--- src/rtl/dbgsel_pkg.sv ---
package dbgsel_pkg;

  localparam int MODSEL_W = 2;
  localparam int OPC_W    = 4;
  localparam int IDX_W    = 1;

  typedef enum logic [OPC_W-1:0] {
    OPC_NOP    = 4'h0,
    OPC_REGWR  = 4'h9,
    OPC_REGSEL = 4'hD
  } opcode_e;

  typedef enum logic [MODSEL_W-1:0] {
    MOD_MEMBUS = 2'd0,
    MOD_CPU0   = 2'd1,
    MOD_CPU1   = 2'd2,
    MOD_SERIAL = 2'd3
  } module_e;

endpackage

--- src/rtl/dbgsel_rst_sync.sv ---
module dbgsel_rst_sync (
  input  logic clk,
  input  logic rst_n_in,
  output logic rst_n_out
);
  logic [1:0] sync_q;

  always_ff @(posedge clk or negedge rst_n_in) begin
    if (!rst_n_in) sync_q <= 2'b00;
    else           sync_q <= {sync_q[0], 1'b1};
  end

  assign rst_n_out = sync_q[1];
endmodule

--- src/rtl/dbgsel_shift.sv ---
module dbgsel_shift #(
  parameter int SR_W   = 8,
  parameter int LOAD_W = 2
) (
  input  logic              clk,
  input  logic              rst_n,
  input  logic              capture,
  input  logic              shift,
  input  logic              tdi,
  input  logic [LOAD_W-1:0] load_val,
  output logic [SR_W-1:0]   sr,
  output logic              tdo
);
  logic [SR_W-1:0] sr_q, sr_d;
  logic            sr_en;

  always_comb begin
    sr_en = capture | shift;
    sr_d  = sr_q;
    if (capture)    sr_d = {{(SR_W-LOAD_W){1'b0}}, load_val};
    else if (shift) sr_d = {tdi, sr_q[SR_W-1:1]};
  end

  always_ff @(posedge clk or negedge rst_n) begin
    if (!rst_n)     sr_q <= '0;
    else if (sr_en) sr_q <= sr_d;
  end

  assign sr  = sr_q;
  assign tdo = sr_q[0];

  // a shifted bit lands at the top of the register
  assert_shift_in_top_R2: assert property (@(posedge clk) disable iff (!rst_n)
    (shift && !capture) |=> (sr_q[SR_W-1] == $past(tdi)));

  // capture places the read value at the output end
  assert_capture_load_R7: assert property (@(posedge clk) disable iff (!rst_n)
    capture |=> (sr_q[LOAD_W-1:0] == $past(load_val)));
endmodule

--- src/rtl/dbgsel_decode.sv ---
module dbgsel_decode
  import dbgsel_pkg::*;
#(
  parameter int SR_W   = 8,
  parameter int N_CPU  = 2,
  parameter int CTRL_W = 2
) (
  input  logic                clk,
  input  logic                rst_n,
  input  logic                tap_reset,
  input  logic                update,
  input  logic [SR_W-1:0]     sr,
  output logic                sel_valid,
  output logic [MODSEL_W-1:0] sel_module,
  output logic [N_CPU-1:0]    regsel_stb,
  output logic [N_CPU-1:0]    regwr_stb,
  output logic                cmd_idx,
  output logic [CTRL_W-1:0]   cmd_payload
);
  localparam int FLAG_POS = SR_W - 1;
  localparam int OPC_TOP  = SR_W - 2;
  localparam int IDX_POS  = SR_W - 2 - OPC_W;

  logic                flag_f;
  logic [MODSEL_W-1:0] mod_f;
  logic [OPC_W-1:0]    opc_f;

  logic                sel_valid_q, sel_valid_d;
  logic [MODSEL_W-1:0] sel_module_q, sel_module_d;
  logic                sel_en;

  assign flag_f      = sr[FLAG_POS];
  assign mod_f       = sr[OPC_TOP -: MODSEL_W];
  assign opc_f       = sr[OPC_TOP -: OPC_W];
  assign cmd_idx     = sr[IDX_POS];
  assign cmd_payload = sr[CTRL_W-1:0];

  always_comb begin
    sel_en       = tap_reset | (update & flag_f);
    sel_valid_d  = !tap_reset;
    sel_module_d = tap_reset ? '0 : mod_f;
  end

  always_ff @(posedge clk or negedge rst_n) begin
    if (!rst_n) begin
      sel_valid_q  <= 1'b0;
      sel_module_q <= '0;
    end else if (sel_en) begin
      sel_valid_q  <= sel_valid_d;
      sel_module_q <= sel_module_d;
    end
  end

  always_comb begin
    for (int i = 0; i < N_CPU; i++) begin
      regsel_stb[i] = 1'b0;
      regwr_stb[i]  = 1'b0;
      if (update && !flag_f && !tap_reset && sel_valid_q &&
          sel_module_q == MODSEL_W'(i + 1)) begin
        regsel_stb[i] = (opc_f == OPC_REGSEL);
        regwr_stb[i]  = (opc_f == OPC_REGWR);
      end
    end
  end

  assign sel_valid  = sel_valid_q;
  assign sel_module = sel_module_q;

  // a TAP reset leaves no module selected
  assert_tapreset_clears_R4: assert property (@(posedge clk) disable iff (!rst_n)
    tap_reset |=> !sel_valid_q);

  // a module-select scan latches the number it carried
  assert_select_latch_R3: assert property (@(posedge clk) disable iff (!rst_n)
    (update && flag_f && !tap_reset) |=> (sel_valid_q && sel_module_q == $past(mod_f)));

  // selection persists when neither strobe is present
  assert_select_hold_R3: assert property (@(posedge clk) disable iff (!rst_n)
    (!update && !tap_reset) |=> ($stable(sel_valid_q) && $stable(sel_module_q)));

  // at most one processor module sees a command
  assert_single_target_R9: assert property (@(posedge clk) disable iff (!rst_n)
    $onehot0(regsel_stb | regwr_stb));
endmodule

--- src/rtl/dbgsel_cpu_ctrl.sv ---
module dbgsel_cpu_ctrl #(
  parameter int CTRL_W = 2
) (
  input  logic              clk,
  input  logic              rst_n,
  input  logic              sel_stb,
  input  logic              wr_stb,
  input  logic              cmd_idx,
  input  logic [CTRL_W-1:0] payload,
  output logic [CTRL_W-1:0] rd_val,
  output logic              halt,
  output logic              hold_rst
);
  logic              idx_q, idx_d, idx_en;
  logic [CTRL_W-1:0] ctrl_q, ctrl_d;
  logic              ctrl_en;

  always_comb begin
    idx_en  = sel_stb;
    idx_d   = cmd_idx;
    ctrl_en = wr_stb && (idx_q == 1'b0);
    ctrl_d  = payload;
  end

  always_ff @(posedge clk or negedge rst_n) begin
    if (!rst_n)      idx_q <= 1'b0;
    else if (idx_en) idx_q <= idx_d;
  end

  always_ff @(posedge clk or negedge rst_n) begin
    if (!rst_n)       ctrl_q <= '0;
    else if (ctrl_en) ctrl_q <= ctrl_d;
  end

  assign rd_val   = (idx_q == 1'b0) ? ctrl_q : '0;
  assign halt     = ctrl_q[0];
  assign hold_rst = ctrl_q[1];

  // the index changes only on a register-select command
  assert_idx_hold_R5: assert property (@(posedge clk) disable iff (!rst_n)
    !sel_stb |=> $stable(idx_q));

  // no write strobe, no change of the control register
  assert_ctrl_hold_R8: assert property (@(posedge clk) disable iff (!rst_n)
    !wr_stb |=> $stable(ctrl_q));

  // writes through index 1 are dropped
  assert_idx1_write_ignored_R10: assert property (@(posedge clk) disable iff (!rst_n)
    (wr_stb && idx_q) |=> $stable(ctrl_q));

  // a write through index 0 stores the payload
  assert_write_stores_R6: assert property (@(posedge clk) disable iff (!rst_n)
    (wr_stb && !idx_q) |=> (ctrl_q == $past(payload)));
endmodule

--- src/rtl/dbg_cmd_sel.sv ---
module dbg_cmd_sel
  import dbgsel_pkg::*;
#(
  parameter int N_CPU  = 2,
  parameter int CTRL_W = 2
) (
  input  logic                clk,
  input  logic                rst_n,
  input  logic                tap_reset,
  input  logic                capture_dr,
  input  logic                shift_dr,
  input  logic                update_dr,
  input  logic                tdi,
  output logic                tdo,
  output logic                sel_valid,
  output logic [MODSEL_W-1:0] sel_module,
  output logic [N_CPU-1:0]    cpu_halt,
  output logic [N_CPU-1:0]    cpu_rst
);
  localparam int SR_W = 1 + OPC_W + IDX_W + CTRL_W;

  logic                          rst_sync_n;
  logic [SR_W-1:0]               sr;
  logic [N_CPU-1:0]              regsel_stb, regwr_stb;
  logic                          cmd_idx;
  logic [CTRL_W-1:0]             cmd_payload;
  logic [N_CPU-1:0][CTRL_W-1:0]  rd_val;
  logic [CTRL_W-1:0]             load_val;

  dbgsel_rst_sync u_rst_sync (
    .clk       (clk),
    .rst_n_in  (rst_n),
    .rst_n_out (rst_sync_n)
  );

  dbgsel_shift #(.SR_W(SR_W), .LOAD_W(CTRL_W)) u_shift (
    .clk      (clk),
    .rst_n    (rst_sync_n),
    .capture  (capture_dr),
    .shift    (shift_dr),
    .tdi      (tdi),
    .load_val (load_val),
    .sr       (sr),
    .tdo      (tdo)
  );

  dbgsel_decode #(.SR_W(SR_W), .N_CPU(N_CPU), .CTRL_W(CTRL_W)) u_decode (
    .clk         (clk),
    .rst_n       (rst_sync_n),
    .tap_reset   (tap_reset),
    .update      (update_dr),
    .sr          (sr),
    .sel_valid   (sel_valid),
    .sel_module  (sel_module),
    .regsel_stb  (regsel_stb),
    .regwr_stb   (regwr_stb),
    .cmd_idx     (cmd_idx),
    .cmd_payload (cmd_payload)
  );

  for (genvar g = 0; g < N_CPU; g++) begin : g_cpu
    dbgsel_cpu_ctrl #(.CTRL_W(CTRL_W)) u_cpu_ctrl (
      .clk      (clk),
      .rst_n    (rst_sync_n),
      .sel_stb  (regsel_stb[g]),
      .wr_stb   (regwr_stb[g]),
      .cmd_idx  (cmd_idx),
      .payload  (cmd_payload),
      .rd_val   (rd_val[g]),
      .halt     (cpu_halt[g]),
      .hold_rst (cpu_rst[g])
    );
  end

  always_comb begin
    load_val = '0;
    for (int i = 0; i < N_CPU; i++) begin
      if (sel_valid && sel_module == MODSEL_W'(i + 1)) load_val = rd_val[i];
    end
  end

  // module commands other than a write leave the processor outputs alone
  assert_nonwrite_stable_R8: assert property (@(posedge clk) disable iff (!rst_sync_n)
    (update_dr && !sr[SR_W-1] && sr[SR_W-2 -: OPC_W] != OPC_REGWR)
      |=> ($stable(cpu_halt) && $stable(cpu_rst)));

  // outputs at rest while reset is held
  always_comb begin
    if (!rst_sync_n) begin
      assert_reset_state_R1: assert (!sel_valid && cpu_halt == '0 && cpu_rst == '0);
    end
  end
endmodule

--- config.mk ---
export PLATFORM = sky130hd
export DESIGN_NAME = dbg_cmd_sel
export DESIGN_NICKNAME = d
export VERILOG_FILES = /design/src/rtl/dbgsel_pkg.sv /design/src/rtl/dbgsel_rst_sync.sv /design/src/rtl/dbgsel_shift.sv /design/src/rtl/dbgsel_decode.sv /design/src/rtl/dbgsel_cpu_ctrl.sv /design/src/rtl/dbg_cmd_sel.sv
export SDC_FILE = /design/constraint.sdc
export NUM_CORES = 1
export LEC_CHECK = 0
export BUFFER_PORTS_ARGS = -buffer_cell sky130_fd_sc_hd__buf_2
export CORE_ASPECT_RATIO = 0.8
export CORE_MARGIN = 2
export CORE_UTILIZATION = 51
export CTS_BUF_LIST = sky130_fd_sc_hd__clkbuf_8
export DETAILED_ROUTE_END_ITERATION = 8
export GPL_TIMING_DRIVEN = 0
export PLACE_DENSITY = 0.76
export SLEW_MARGIN = 20
export SYNTH_ARGS = -nofsm -noshare
export SYNTH_HDL_FRONTEND = slang
export SYNTH_SLANG_ARGS = --single-unit
--- constraint.sdc ---
create_clock -name clk -period 0.8 [get_ports clk]
set_input_delay 0.16 -clock clk [delete_from_list [all_inputs] [get_ports clk]]
set_output_delay 0.16 -clock clk [all_outputs]
set_load 0.03 [all_outputs]
==> impl_metrics.ini <==
[final_layout]
postLayoutCellArea_sq_um = 1310
flow.area_growth_from_synthesis_pct = 49.6
mostFrequentLayoutCell = sky130_fd_sc_hd__buf_6
post-route-util_pct = 81.1
design.final.nets = 112
commonest_cells_after_routing_fill_and_taps_aside = 18 x sky130_fd_sc_hd__buf_6, 13 x sky130_fd_sc_hd__dfrtp_1, 8 x sky130_fd_sc_hd__mux2i_1, 8 x sky130_fd_sc_hd__buf_4, 7 x sky130_fd_sc_hd__nor2_1
stdcell_count = 126
insertedDiodeCount = 0
fillCellCount = 80
final_layout_size_suffix_gt1_share_pct = 56.7

[global_routing]
globalRoute.totalOverflow = 0
vias_in_the_first_global_route = 692
track_usage_pct = 23.9
grt_first_pass_wirelength_mm = 3.37
grt_start_max_net_pins = 18
grt_antenna_before_repair = 0

[placed_design]
place.detailed.hpwl_mm = 1.12
gpl.final_weighted_congestion = 0.811
dpl.cell_count = 107
place.port_buffers = 13
detailed_place.area_sq_um = 985

[worst_setup_path]
critPathSlowestCell = sky130_fd_sc_hd__dfrtp_1
data_arrival_critical_path_ns = 1.57
cp-end-kind = register
critical-path-max-stage-delay_ns = 0.40
cpLargestDelayFamily = simple AND/OR/NAND/NOR gates
critical_path_required_ns = 0.93
crit_fanout = 3
path_cells = nand4b_1 -> nor4_2 -> mux2_1
worstSetupStartpointType = register
setup_crit_path_kind = reg2reg
crit_buf_inv = 0

[clocking]
clock_sink_count = 19
clock_tree.buffer_depth = 2
clk_pin_slew_ns = 0.06
cts_tree = done
worst_skew_late_latency_ns = 0.25
htreeDepth = 1
clock-root-buffer = sky130_fd_sc_hd__clkbuf_8
cts-buffers-inserted = 3

[outcome]
run_status = finished, violations left
failed_checks = negative setup slack

[floorplanning]
die_x_um = 50.3
chipHeight_um = 41.0
core_area_sq_um = 1610
floorplan.io_pins = 15
floorplan.initialDensity_pct = 54.2
die_area_sq_um = 2060
rows = 13

[timing]
finalClockSkew_ns = 0.00182
final_period_minus_worst_setup_slack_ns = 1.44
final_min_period_over_clock_period_pct = 179
timing.hold.ws_ns = 0.122
setup-tns-final_ns = -6.99
final_setup_violating_endpoints = 24
hold_violations = 0
clock.fmax_mhz = 697
timing.final.ws_setup_ns = -0.635
report.final.slew_viol_count = 0
setup_repair_after_global_routing_missed_its_margin = yes

[drt]
drt_first_iter_violations = 10
drc = 0
route.detailed.wl_per_inst_um = 16.2
via_per_inst = 5.44
drt_first_pass_iters = 4
ant_nets = 0
totalWireLength_mm = 2.04
via_count = 686

[worst_hold_path]
worst_min_delay_path_class = in2reg

[synthesis]
synth_top_cells_by_area = sky130_fd_sc_hd__dfrtp_1 54%, sky130_fd_sc_hd__mux2i_1 9.2%, sky130_fd_sc_hd__mux2_1 6.4%
synth.largest_area_cell = sky130_fd_sc_hd__dfrtp_1
seq_area_frac_synth_pct = 54.4
synth.distinct_cells = 22
post_synth_instance_area_sq_um = 873
area_share_of_the_largest_cell_type_after_synthesis_pct = 54.4
netlist_instances = 72
synth-seq-cells = 19
postSynthNetCount = 79
synthesis.yosys.warnings = 0
synth.avg_cell_area_sq_um = 12.1

[pwr]
power_leakage_nw = 0.599
peak_supply_drop_uv = 1420
power-per-cell-area_nw_per_um2 = 1340

[job]
cap_viol_max_count = 0
==> power by group <==
group	internal (W)	switching, W
logic	0.0000642	0.0000614
clock network	0.000340	0.000285
registers	0.000976	0.0000288
==> worst reg2reg max path, delay by kind of cell (launching register included) <==
family	cells	cell delay, ns
flops	1	0.40
simple gates	2	0.55
mux	1	0.37
==> state kept, by name, summed over array words and instances, names as in the netlist <==
register and count:
u_shift.sr 8, g_cpu.u_cpu_ctrl.idx_q 2, u_decode.sel_valid 1, u_rst_sync.sync_q 2, u_decode.sel_module 2, g_cpu.u_cpu_ctrl.ctrl_q 4
==> final timing paths <==
check,startpoint,endpoint,slack [ns],cells past startpoint
worst max-delay path,u_shift.sr[4]$_DFFE_PN0P_,g_cpu[0].u_cpu_ctrl.idx_q$_DFFE_PN0P_,-0.64,3
worst max register to register,u_shift.sr[4]$_DFFE_PN0P_,g_cpu[0].u_cpu_ctrl.idx_q$_DFFE_PN0P_,-0.64,3
worst min register to register,u_rst_sync.sync_q[1]$_DFF_PN0_,u_shift.sr[0]$_DFFE_PN0P_,0.18,0
worst min-delay path,tap_reset,u_decode.sel_module[1]$_DFFE_PN0P_,0.12,2
min in group asynchronous,u_rst_sync.sync_q[1]$_DFF_PN0_,u_shift.sr[0]$_DFFE_PN0P_,0.18,0
max in group asynchronous,u_rst_sync.sync_q[1]$_DFF_PN0_,u_shift.sr[7]$_DFFE_PN0P_,0.34,0
==> cell type report <==
| cell class | instances | area, sq um | area share [%] |
|---|---|---|---|
| Sequential cell | 19 | 483 | 37.0 |
| Clock buffer | 3 | 41.3 | 3.16 |
| Clock inverter | 1 | 3.75 | 0.287 |
| Tap cell | 22 | 27.5 | 2.11 |
| Timing Repair Buffer | 28 | 253 | 19.3 |
| Inverter | 1 | 3.75 | 0.287 |
| Buffer | 6 | 53.8 | 4.12 |
| Multi-Input combinational cell | 46 | 440 | 33.7 |
==> synth_stat cells <==
cell type and instances:
sky130_fd_sc_hd__clkbuf_1 1, sky130_fd_sc_hd__inv_1 1, sky130_fd_sc_hd__mux2i_1 8, sky130_fd_sc_hd__nand4b_1 1
sky130_fd_sc_hd__nor4_1 1, sky130_fd_sc_hd__nand4_1 4, sky130_fd_sc_hd__and4bb_1 1, sky130_fd_sc_hd__mux2_1 5
sky130_fd_sc_hd__nand3_1 4, sky130_fd_sc_hd__dfrtp_1 19, sky130_fd_sc_hd__buf_2 1, sky130_fd_sc_hd__nor4b_2 1
sky130_fd_sc_hd__o211ai_1 2, sky130_fd_sc_hd__nand2_1 3, sky130_fd_sc_hd__buf_4 4, sky130_fd_sc_hd__a21oi_1 3
sky130_fd_sc_hd__nor3b_2 2, sky130_fd_sc_hd__and4bb_2 1, sky130_fd_sc_hd__nor2_1 7, sky130_fd_sc_hd__mux2_2 1
sky130_fd_sc_hd__nand4bb_1 1, sky130_fd_sc_hd__conb_1 1
==> repair_timing <==
item                                    4_1_cts  5_1_grt
setup buffers                                12        2
endpoints found under the setup margin       21       24
resized for setup                            36        6
hold buffers                                  1        0
endpoints found under the hold margin         2        0
pin swaps                                     7        7
==> kinds of logic (layout without fill, tap and decap cells) <==
logic type | after synthesis | after routing | share of synthesized area, %
mux | 14 | 14 | 16.9
flops | 19 | 19 | 54.4
other cells | 1 | 1 | 0.429
buf+inv | 7 | 39 | 4.87
compound gates | 5 | 5 | 3.44
simple gates | 26 | 26 | 19.9
==> through the flow <==
stage / setup WS [ns] / total power [W]
floorplan: -0.559 / 0.00106
global placement: -0.626 / 0.00110
detailed placement: -0.643 / 0.00110
CTS: -0.589 / 0.00178
global route: -0.696 / 0.00186
finish: -0.635 / 0.00176
==> per-layer routing <==
metal	up-vias	wire (um)	track usage (%)
met2	21	1070	43.8
met4	0	17	6.94
met1	345	865	28.2
met3	2	82	7.30
met5	-	0	0
li1	318	-	-
Power figures use the tool's default switching activity.
